<file path="src/rtl/scsi_regs_pkg.sv">
package scsi_regs_pkg;

   localparam int REG_IDX_W   = 4;
   localparam int NUM_TARGETS = 8;
   localparam int TGT_W       = 3;

   // register indices (after the address shift)
   localparam logic [3:0] RI_XFER_LO  = 4'd0;
   localparam logic [3:0] RI_XFER_MID = 4'd1;
   localparam logic [3:0] RI_FIFO     = 4'd2;
   localparam logic [3:0] RI_CMD      = 4'd3;
   localparam logic [3:0] RI_STAT_TGT = 4'd4;
   localparam logic [3:0] RI_INTR     = 4'd5;
   localparam logic [3:0] RI_SEQ      = 4'd6;
   localparam logic [3:0] RI_FLAGS    = 4'd7;
   localparam logic [3:0] RI_CFG1     = 4'd8;
   localparam logic [3:0] RI_XFER_HI  = 4'd14;

   // status bits and phase codes
   localparam logic [7:0] ST_IRQ_FLAG = 8'h80;
   localparam logic [7:0] ST_TERM_CNT = 8'h10;
   localparam logic [7:0] ST_PH_CMD   = 8'h02;
   localparam logic [7:0] ST_PH_MSGIN = 8'h07;

   // interrupt-cause bits
   localparam logic [7:0] IC_BUS_RST  = 8'h80;
   localparam logic [7:0] IC_DISCON   = 8'h20;
   localparam logic [7:0] IC_BUS_SVC  = 8'h10;
   localparam logic [7:0] IC_FN_DONE  = 8'h08;

   localparam logic [7:0] SEQ_IDLE    = 8'h00;
   localparam logic [7:0] SEQ_DONE    = 8'h04;

   localparam logic [7:0] CHIP_ID     = 8'h04;
   localparam logic [7:0] CFG1_INIT   = 8'h07;

   // command codes (bits [6:0] of the command byte)
   localparam logic [6:0] CMD_NOP       = 7'h00;
   localparam logic [6:0] CMD_FLUSH     = 7'h01;
   localparam logic [6:0] CMD_CHIP_RST  = 7'h02;
   localparam logic [6:0] CMD_BUS_RST   = 7'h03;
   localparam logic [6:0] CMD_INIT_DONE = 7'h11;
   localparam logic [6:0] CMD_MSG_ACK   = 7'h12;
   localparam logic [6:0] CMD_SET_ATTN  = 7'h1a;
   localparam logic [6:0] CMD_SEL_PLAIN = 7'h41;
   localparam logic [6:0] CMD_SEL_ATTN  = 7'h42;
   localparam logic [6:0] CMD_SEL_STOP  = 7'h43;
   localparam logic [6:0] CMD_SEL_EN    = 7'h44;

   typedef struct packed {
      logic [7:0] stat;
      logic [7:0] intr;
      logic [7:0] seq;
      logic [7:0] flags;
   } ctl_state_t;

endpackage

</file>
<file path="src/rtl/scsi_byte_fifo.sv">
module scsi_byte_fifo #(
   parameter int DEPTH = 16,
   parameter int WIDTH = 8
) (
   input  logic                     clk,
   input  logic                     rst_n,
   input  logic                     flush,
   input  logic                     push,
   input  logic                     pop,
   input  logic [WIDTH-1:0]         din,
   output logic [WIDTH-1:0]         dout,
   output logic [$clog2(DEPTH):0]   count
);

   localparam int AW = $clog2(DEPTH);
   localparam int CW = AW + 1;
   localparam logic [CW-1:0] FULL_LVL = CW'(DEPTH - 1);

   generate
      if (DEPTH < 4 || (DEPTH & (DEPTH - 1)) != 0) begin : g_bad_depth
         $error("scsi_byte_fifo: DEPTH must be a power of two of at least 4");
      end
   endgenerate

   logic [WIDTH-1:0] mem [DEPTH];
   logic [AW-1:0]    wr_ptr;
   logic [AW-1:0]    rd_ptr;
   logic             take;
   logic             give;

   assign take = push && (count != FULL_LVL);
   assign give = pop && (count != '0);

   always_ff @(posedge clk) begin
      if (!rst_n || flush) begin
         wr_ptr <= '0;
         rd_ptr <= '0;
         count  <= '0;
      end else begin
         if (take) wr_ptr <= wr_ptr + 1'b1;
         if (give) rd_ptr <= rd_ptr + 1'b1;
         case ({take, give})
            2'b10:   count <= count + 1'b1;
            2'b01:   count <= count - 1'b1;
            default: count <= count;
         endcase
      end
   end

   always_ff @(posedge clk) begin
      if (take && !flush) mem[wr_ptr] <= din;
   end

   assign dout = (count != '0) ? mem[rd_ptr] : '0;

endmodule

</file>
<file path="src/rtl/scsi_cmd_decode.sv">
module scsi_cmd_decode
   import scsi_regs_pkg::*;
(
   input  logic [7:0]  cmd,
   input  ctl_state_t  cur,
   input  logic        rst_rep_off,
   input  logic        tgt_ok,
   output ctl_state_t  nxt,
   output logic        known,
   output logic        raise,
   output logic        do_flush,
   output logic        do_chip_rst
);

   always_comb begin
      nxt         = cur;
      known       = 1'b1;
      raise       = 1'b0;
      do_flush    = 1'b0;
      do_chip_rst = 1'b0;
      case (cmd[6:0])
         CMD_NOP, CMD_SET_ATTN: begin
         end
         CMD_FLUSH: begin
            do_flush  = 1'b1;
            nxt.intr  = IC_FN_DONE;
            nxt.seq   = SEQ_IDLE;
            nxt.flags = 8'h00;
         end
         CMD_CHIP_RST: begin
            do_chip_rst = 1'b1;
         end
         CMD_BUS_RST: begin
            nxt.intr = IC_BUS_RST;
            raise    = !rst_rep_off;
         end
         CMD_INIT_DONE: begin
            nxt.intr = IC_FN_DONE;
            nxt.stat = cur.stat | ST_PH_MSGIN;
         end
         CMD_MSG_ACK: begin
            nxt.intr  = IC_DISCON;
            nxt.seq   = SEQ_IDLE;
            nxt.flags = 8'h00;
         end
         CMD_SEL_PLAIN, CMD_SEL_ATTN, CMD_SEL_STOP: begin
            raise = 1'b1;
            if (!tgt_ok) begin
               nxt.stat = 8'h00;
               nxt.intr = IC_DISCON;
               nxt.seq  = SEQ_IDLE;
            end else begin
               nxt.stat = (cmd[6:0] == CMD_SEL_STOP) ? (ST_TERM_CNT | ST_PH_CMD)
                                                     : ST_TERM_CNT;
               nxt.intr = IC_BUS_SVC | IC_FN_DONE;
               nxt.seq  = SEQ_DONE;
            end
         end
         CMD_SEL_EN: begin
            nxt.intr = 8'h00;
         end
         default: begin
            known = 1'b0;
         end
      endcase
   end

endmodule

</file>
<file path="src/rtl/scsi_cmd_regs.sv">
module scsi_cmd_regs
   import scsi_regs_pkg::*;
#(
   parameter int ADDR_SHIFT = 2,
   parameter int FIFO_DEPTH = 16
) (
   input  logic                            clk,
   input  logic                            rst_n,
   input  logic [ADDR_SHIFT+REG_IDX_W-1:0] addr,
   input  logic                            wr_en,
   input  logic                            rd_en,
   input  logic [7:0]                      wdata,
   output logic [7:0]                      rdata,
   input  logic [NUM_TARGETS-1:0]          tgt_present,
   output logic                            irq
);

   localparam int CNT_W = $clog2(FIFO_DEPTH) + 1;

   generate
      if (ADDR_SHIFT < 0 || ADDR_SHIFT > 8) begin : g_bad_shift
         $error("scsi_cmd_regs: ADDR_SHIFT out of range 0..8");
      end
   endgenerate

   logic [REG_IDX_W-1:0] reg_idx;

   generate
      if (ADDR_SHIFT > 0) begin : g_shifted
         logic unused_low_bits;
         assign reg_idx         = addr[ADDR_SHIFT +: REG_IDX_W];
         assign unused_low_bits = ^addr[ADDR_SHIFT-1:0];
      end else begin : g_direct
         assign reg_idx = addr[REG_IDX_W-1:0];
      end
   endgenerate

   // read-side state
   ctl_state_t st;
   logic [7:0] live_lo;
   logic [7:0] live_mid;
   logic [7:0] cfg1_rd;
   logic       irq_q;

   // write-side copies
   logic [7:0]       wr_lo;
   logic [7:0]       wr_mid;
   logic [7:0]       wr_cmd;
   logic [TGT_W-1:0] wr_tgt;
   logic             wr_rep_off;

   // decoder
   ctl_state_t dec_nxt;
   logic       dec_known;
   logic       dec_raise;
   logic       dec_flush;
   logic       dec_rst;
   logic [7:0] stat_after_cmd;

   logic cmd_wr;
   logic intr_rd;
   logic fifo_push;
   logic fifo_pop;
   logic fifo_flush;
   logic [7:0] fifo_dout;
   logic [CNT_W-1:0] fifo_count;

   assign cmd_wr    = wr_en && (reg_idx == RI_CMD);
   assign intr_rd   = rd_en && !wr_en && (reg_idx == RI_INTR);
   assign fifo_push = wr_en && (reg_idx == RI_FIFO);
   assign fifo_pop  = rd_en && !wr_en && (reg_idx == RI_FIFO);
   assign fifo_flush = cmd_wr && dec_known && (dec_flush || dec_rst);

   scsi_cmd_decode i_decode (
      .cmd         (wdata),
      .cur         (st),
      .rst_rep_off (wr_rep_off),
      .tgt_ok      (tgt_present[wr_tgt]),
      .nxt         (dec_nxt),
      .known       (dec_known),
      .raise       (dec_raise),
      .do_flush    (dec_flush),
      .do_chip_rst (dec_rst)
   );

   assign stat_after_cmd = dec_nxt.stat | (dec_raise ? ST_IRQ_FLAG : 8'h00);

   scsi_byte_fifo #(
      .DEPTH (FIFO_DEPTH),
      .WIDTH (8)
   ) i_fifo (
      .clk   (clk),
      .rst_n (rst_n),
      .flush (fifo_flush),
      .push  (fifo_push),
      .pop   (fifo_pop),
      .din   (wdata),
      .dout  (fifo_dout),
      .count (fifo_count)
   );

   always_ff @(posedge clk) begin
      if (!rst_n || (cmd_wr && dec_known && dec_rst)) begin
         st         <= '0;
         live_lo    <= 8'h00;
         live_mid   <= 8'h00;
         cfg1_rd    <= CFG1_INIT;
         irq_q      <= 1'b0;
         wr_lo      <= 8'h00;
         wr_mid     <= 8'h00;
         wr_cmd     <= 8'h00;
         wr_tgt     <= '0;
         wr_rep_off <= 1'b0;
      end else if (wr_en) begin
         case (reg_idx)
            RI_XFER_LO:  wr_lo  <= wdata;
            RI_XFER_MID: wr_mid <= wdata;
            RI_FIFO:     st.stat <= st.stat & ~ST_TERM_CNT;
            RI_CMD: begin
               wr_cmd <= wdata;
               if (dec_known) begin
                  st.stat  <= stat_after_cmd;
                  st.intr  <= dec_nxt.intr;
                  st.seq   <= dec_nxt.seq;
                  st.flags <= dec_nxt.flags;
                  irq_q    <= stat_after_cmd[7];
                  if (wdata[7]) begin
                     live_lo  <= wr_lo;
                     live_mid <= wr_mid;
                  end
               end
            end
            RI_STAT_TGT: wr_tgt <= wdata[TGT_W-1:0];
            RI_CFG1: begin
               cfg1_rd    <= wdata;
               wr_rep_off <= wdata[6];
            end
            default: begin
            end
         endcase
      end else if (intr_rd) begin
         st.intr <= 8'h00;
         st.stat <= st.stat & ~(ST_IRQ_FLAG | ST_TERM_CNT);
         st.seq  <= SEQ_DONE;
         irq_q   <= 1'b0;
      end
   end

   always_comb begin
      case (reg_idx)
         RI_XFER_LO:  rdata = live_lo;
         RI_XFER_MID: rdata = live_mid;
         RI_FIFO:     rdata = fifo_dout;
         RI_CMD:      rdata = wr_cmd;
         RI_STAT_TGT: rdata = st.stat;
         RI_INTR:     rdata = st.intr;
         RI_SEQ:      rdata = st.seq;
         RI_FLAGS:    rdata = st.flags;
         RI_CFG1:     rdata = cfg1_rd;
         RI_XFER_HI:  rdata = CHIP_ID;
         default:     rdata = 8'h00;
      endcase
   end

   assign irq = irq_q;

endmodule

</file>
<file path="config.mk">
export PLATFORM = sky130hd
export DESIGN_NAME = scsi_cmd_regs
export DESIGN_NICKNAME = d
export VERILOG_FILES = /design/src/rtl/scsi_regs_pkg.sv /design/src/rtl/scsi_byte_fifo.sv /design/src/rtl/scsi_cmd_decode.sv /design/src/rtl/scsi_cmd_regs.sv
export SDC_FILE = /design/constraint.sdc
export NUM_CORES = 1
export LEC_CHECK = 0
export BUFFER_PORTS_ARGS = -buffer_cell sky130_fd_sc_hd__buf_2
export CAP_MARGIN = 25
export CORE_UTILIZATION = 61
export CTS_CLUSTER_SIZE = 10
export DETAILED_ROUTE_END_ITERATION = 8
export HOLD_SLACK_MARGIN = 0.08
export MAX_ROUTING_LAYER = met4
export PLACE_DENSITY = 0.89
export SLEW_MARGIN = 15
export SYNTH_ARGS = -nofsm -noshare
export SYNTH_HDL_FRONTEND = slang
export SYNTH_SLANG_ARGS = --single-unit
</file>
<file path="constraint.sdc">
create_clock -name clk -period 3.6 [get_ports clk]
set_clock_uncertainty 0.2 [all_clocks]
set_input_delay 0.18 -clock clk [delete_from_list [all_inputs] [get_ports clk]]
set_output_delay 0.18 -clock clk [all_outputs]
set_load 0.1 [all_outputs]
</file>
==> impl_metrics.json <==
{
  "synth_top_area_share_pct": 43.4,
  "hold_depth": 6,
  "slew_headroom_pct": 36.9,
  "cts_tree": "built",
  "cts.sinks": 206,
  "r2r_start": "i_fifo.count[0]",
  "worstPathRequired_ns": 3.22,
  "final-hold-violation-count": 0,
  "syn_to_final_growth_pct": 12.5,
  "place_hpwl_mm": 13.1,
  "clk_latency_ns": 0.52,
  "cts_root_buf": "clkbuf_16",
  "cp-start-kind": "flop",
  "die_y_um": 123,
  "yosysSeqAreaShare_pct": 61.0,
  "cts_buffer_depth": 3,
  "intPower_uw": 3840,
  "ys_warn_count": 0,
  "cp_slowest_cell": "mux4_2",
  "num_rows": 43,
  "start_util_pct": 63.1,
  "place.gp.congestion": 0.957,
  "synthArstFlopShare_pct": 0,
  "cpMostUsedCell": "mux4_2",
  "hold_path_end": "i_fifo.rd_ptr[1]",
  "arrival_ns": 2.84,
  "synth_edf_count": 128,
  "core-area_um2": 14000,
  "worst_setup_path_end_kind": "primary output",
  "yosysTopAreaCell": "edfxtp_1",
  "synthCells": 680,
  "grt_usage_pct": 29.6,
  "drt-vias-per-instance": 6.46,
  "globalRouteOverflowTotal": 0,
  "post_cts_buffers": 0,
  "switching_share_pct": 21.8,
  "synth.area.top_cells": "edfxtp_1 43%, dfxtp_1 18%, mux4_2 10%",
  "grt_pass1_wl_mm": 31.7,
  "cts_buffers": 24,
  "min_from": "addr[4]",
  "diodes": 0,
  "setup_tns_ns": 0,
  "r2r_end": "i_fifo.count[4]",
  "fp.dieW_um": 123,
  "ir_worst_vdd_mv": 0.502,
  "numPortBuffers": 32,
  "h-tree-depth": 1,
  "p_clk_share_pct": 44.9,
  "whs_ns": 0.106,
  "final_nets": 757,
  "tightestPinTransition_ns": 0.943,
  "post-route-cell-area_um2": 9970,
  "die_area_um2": 15000,
  "cts_resized": 0,
  "wirelength_mm": 20.6,
  "grt_pass1_vias": 5752,
  "finalCritPeriodShare_pct": 89.3,
  "slew_viol_final": 0,
  "rr_worst_depth": 11,
  "clock.fmax_ghz": 0.311,
  "routedWlPerCell_um": 22.5,
  "nFillCells": 871,
  "path_cells": "buf_12 > mux4_2 > mux4_2 > inv_1 > o221ai_1 > buf_2",
  "synth_area_per_cell_um2": 13.0,
  "synth_area_um2": 8860,
  "synthFlopType": "edfxtp_1",
  "yosysMostFrequentCell": "edfxtp_1",
  "setup_violations": 0,
  "p_leak_uw": 0.00345,
  "ys_types": 63,
  "switchingPower_uw": 1070,
  "slowest_delay_ns": 0.56,
  "drive_above_1_share_pct": 17.8,
  "ioPinCount": 35,
  "drtPass1Iterations": 5,
  "synth_nets": 716,
  "cp_max_fo": 32,
  "detail-route-antenna-nets": 0,
  "num_vias": 5933,
  "status": "finished, final reports clean",
  "placed_area_um2": 9140,
  "grt_antenna_before_repair": 0,
  "first_iter_violations": 703,
  "rrSetupSlack_ns": 0.48,
  "p_seq_share_pct": 51.2,
  "hold_buffers": 12,
  "cts.clk_slew.worst_paths_ns": 0.05,
  "combPwrFrac_pct": 3.9,
  "rsz0062_at_grt": "no",
  "critical_path_class": "reg2out",
  "max-cap-violations": 0,
  "grt_max_degree": 49,
  "min_period_ns": 3.22,
  "synth-seq-cells": 206,
  "synthTopCellsByCount": "128 x edfxtp_1, 84 x nor2_1, 78 x dfxtp_1, 72 x nand2_1, 52 x a21oi_1",
  "powerDensity_nw_per_um2": 493,
  "drcViolationCount": 0,
  "hp-class": "in2reg"
}
[state kept, by name, summed over array words and instances (netlist names), 4 cells and up, named ones only]
| signal | flops |
|---|---|
| wr_cmd | 8 |
| st | 9 |
| wr_lo | 8 |
| live_lo | 8 |
| i_fifo.wr_ptr | 4 |
| i_fifo.mem | 128 |
| wr_mid | 8 |
| cfg1_rd | 8 |
| i_fifo.rd_ptr | 4 |
| i_fifo.count | 5 |
| live_mid | 8 |
[placed cells by master (no fill, tap or decap), drive strengths merged, types with 4 or more instances in the layout]
cell type and instances:
nor2 85, nor3 8, edfxtp 128, o221ai 4, nand4 5, o21ai 10
buf 48, nor3b 4, a22oi 5, a31oi 6, mux4 41, xor2 7
ha 9, xnor2 5, nand2 74, inv 15, a21oi 52, mux2i 29
o211ai 4, nand3 13, nor2b 6, clkbuf 42, dlygate4sd3 12, nand2b 6
dfxtp 78
[area by class of cell]
type,instances,area [um2],area share (%)
well taps,180,225,2.26
repair buffers,60,425,4.27
inverters,15,56.3,0.565
flip-flops and latches,206,5410,54.2
clock buffers,42,678,6.80
multi-input cells,414,3150,31.6
clock inverters,1,30.0,0.301
[how the worst max path moves through the flow]
stage | from | end | depth (start not counted)
4_1_cts | flop | rdata[0] | 6
6_report | flop | rdata[3] | 6
3_3_place_gp | i_fifo.count[0] | i_fifo.count[4] | 11
2_1_floorplan | flop | rdata[1] | 5
5_1_grt | addr[5] | i_fifo.count[4] | 15
3_5_place_dp | i_fifo.count[0] | i_fifo.count[4] | 11
[per-stage QoR]
stage | total power, uW | setup slack [ns] | std cells | utilization [%]
finish | 4910 | 0.385 | 918 | 71.0
global route | 5020 | 0.285 | 918 | 71.0
CTS | 4920 | 0.374 | 918 | 71.0
detailed placement | 2740 | 0.497 | 863 | 65.1
global placement | 2730 | 0.584 | 863 | 65.1
floorplan | 2670 | 0.524 | 680 | -
[metal layers]
| metal | wire, um | global-route usage [%] | vias up |
|---|---|---|---|
| met2 | 9950 | 47.1 | 373 |
| met4 | 833 | 11.6 | 0 |
| met5 | 0 | - | - |
| met3 | 2140 | 5.20 | 65 |
| met1 | 7720 | 38.1 | 2895 |
| li1 | - | - | 2600 |
[kinds of logic after synthesis]
family          Yosys count  share of synthesized area (%)
buf+inv                  60                           3.54
xor+xnor                 12                           1.19
flops                   206                           61.0
mux                      70                           13.7
simple gates            218                           11.5
fa+ha+maj                10                           1.50
compound gates          104                           7.62
[critical path, delay by kind of cell (launching register included)]
| family | cells | cell delay [ns] |
|---|---|---|
| mux | 2 | 1.06 |
| buf+inv | 3 | 0.72 |
| flops | 1 | 0.33 |
| compound gates | 1 | 0.17 |
[power groups by stage]
stage	Clock (uW)	Combinational (uW)	Sequential, uW
global route	2310	202	2510
detailed placement	0	175	2560
global placement	0	167	2560
finish	2210	191	2520
CTS	2210	187	2510
floorplan	0	108	2560
No activity file was read; power rests on OpenSTA's default activity.
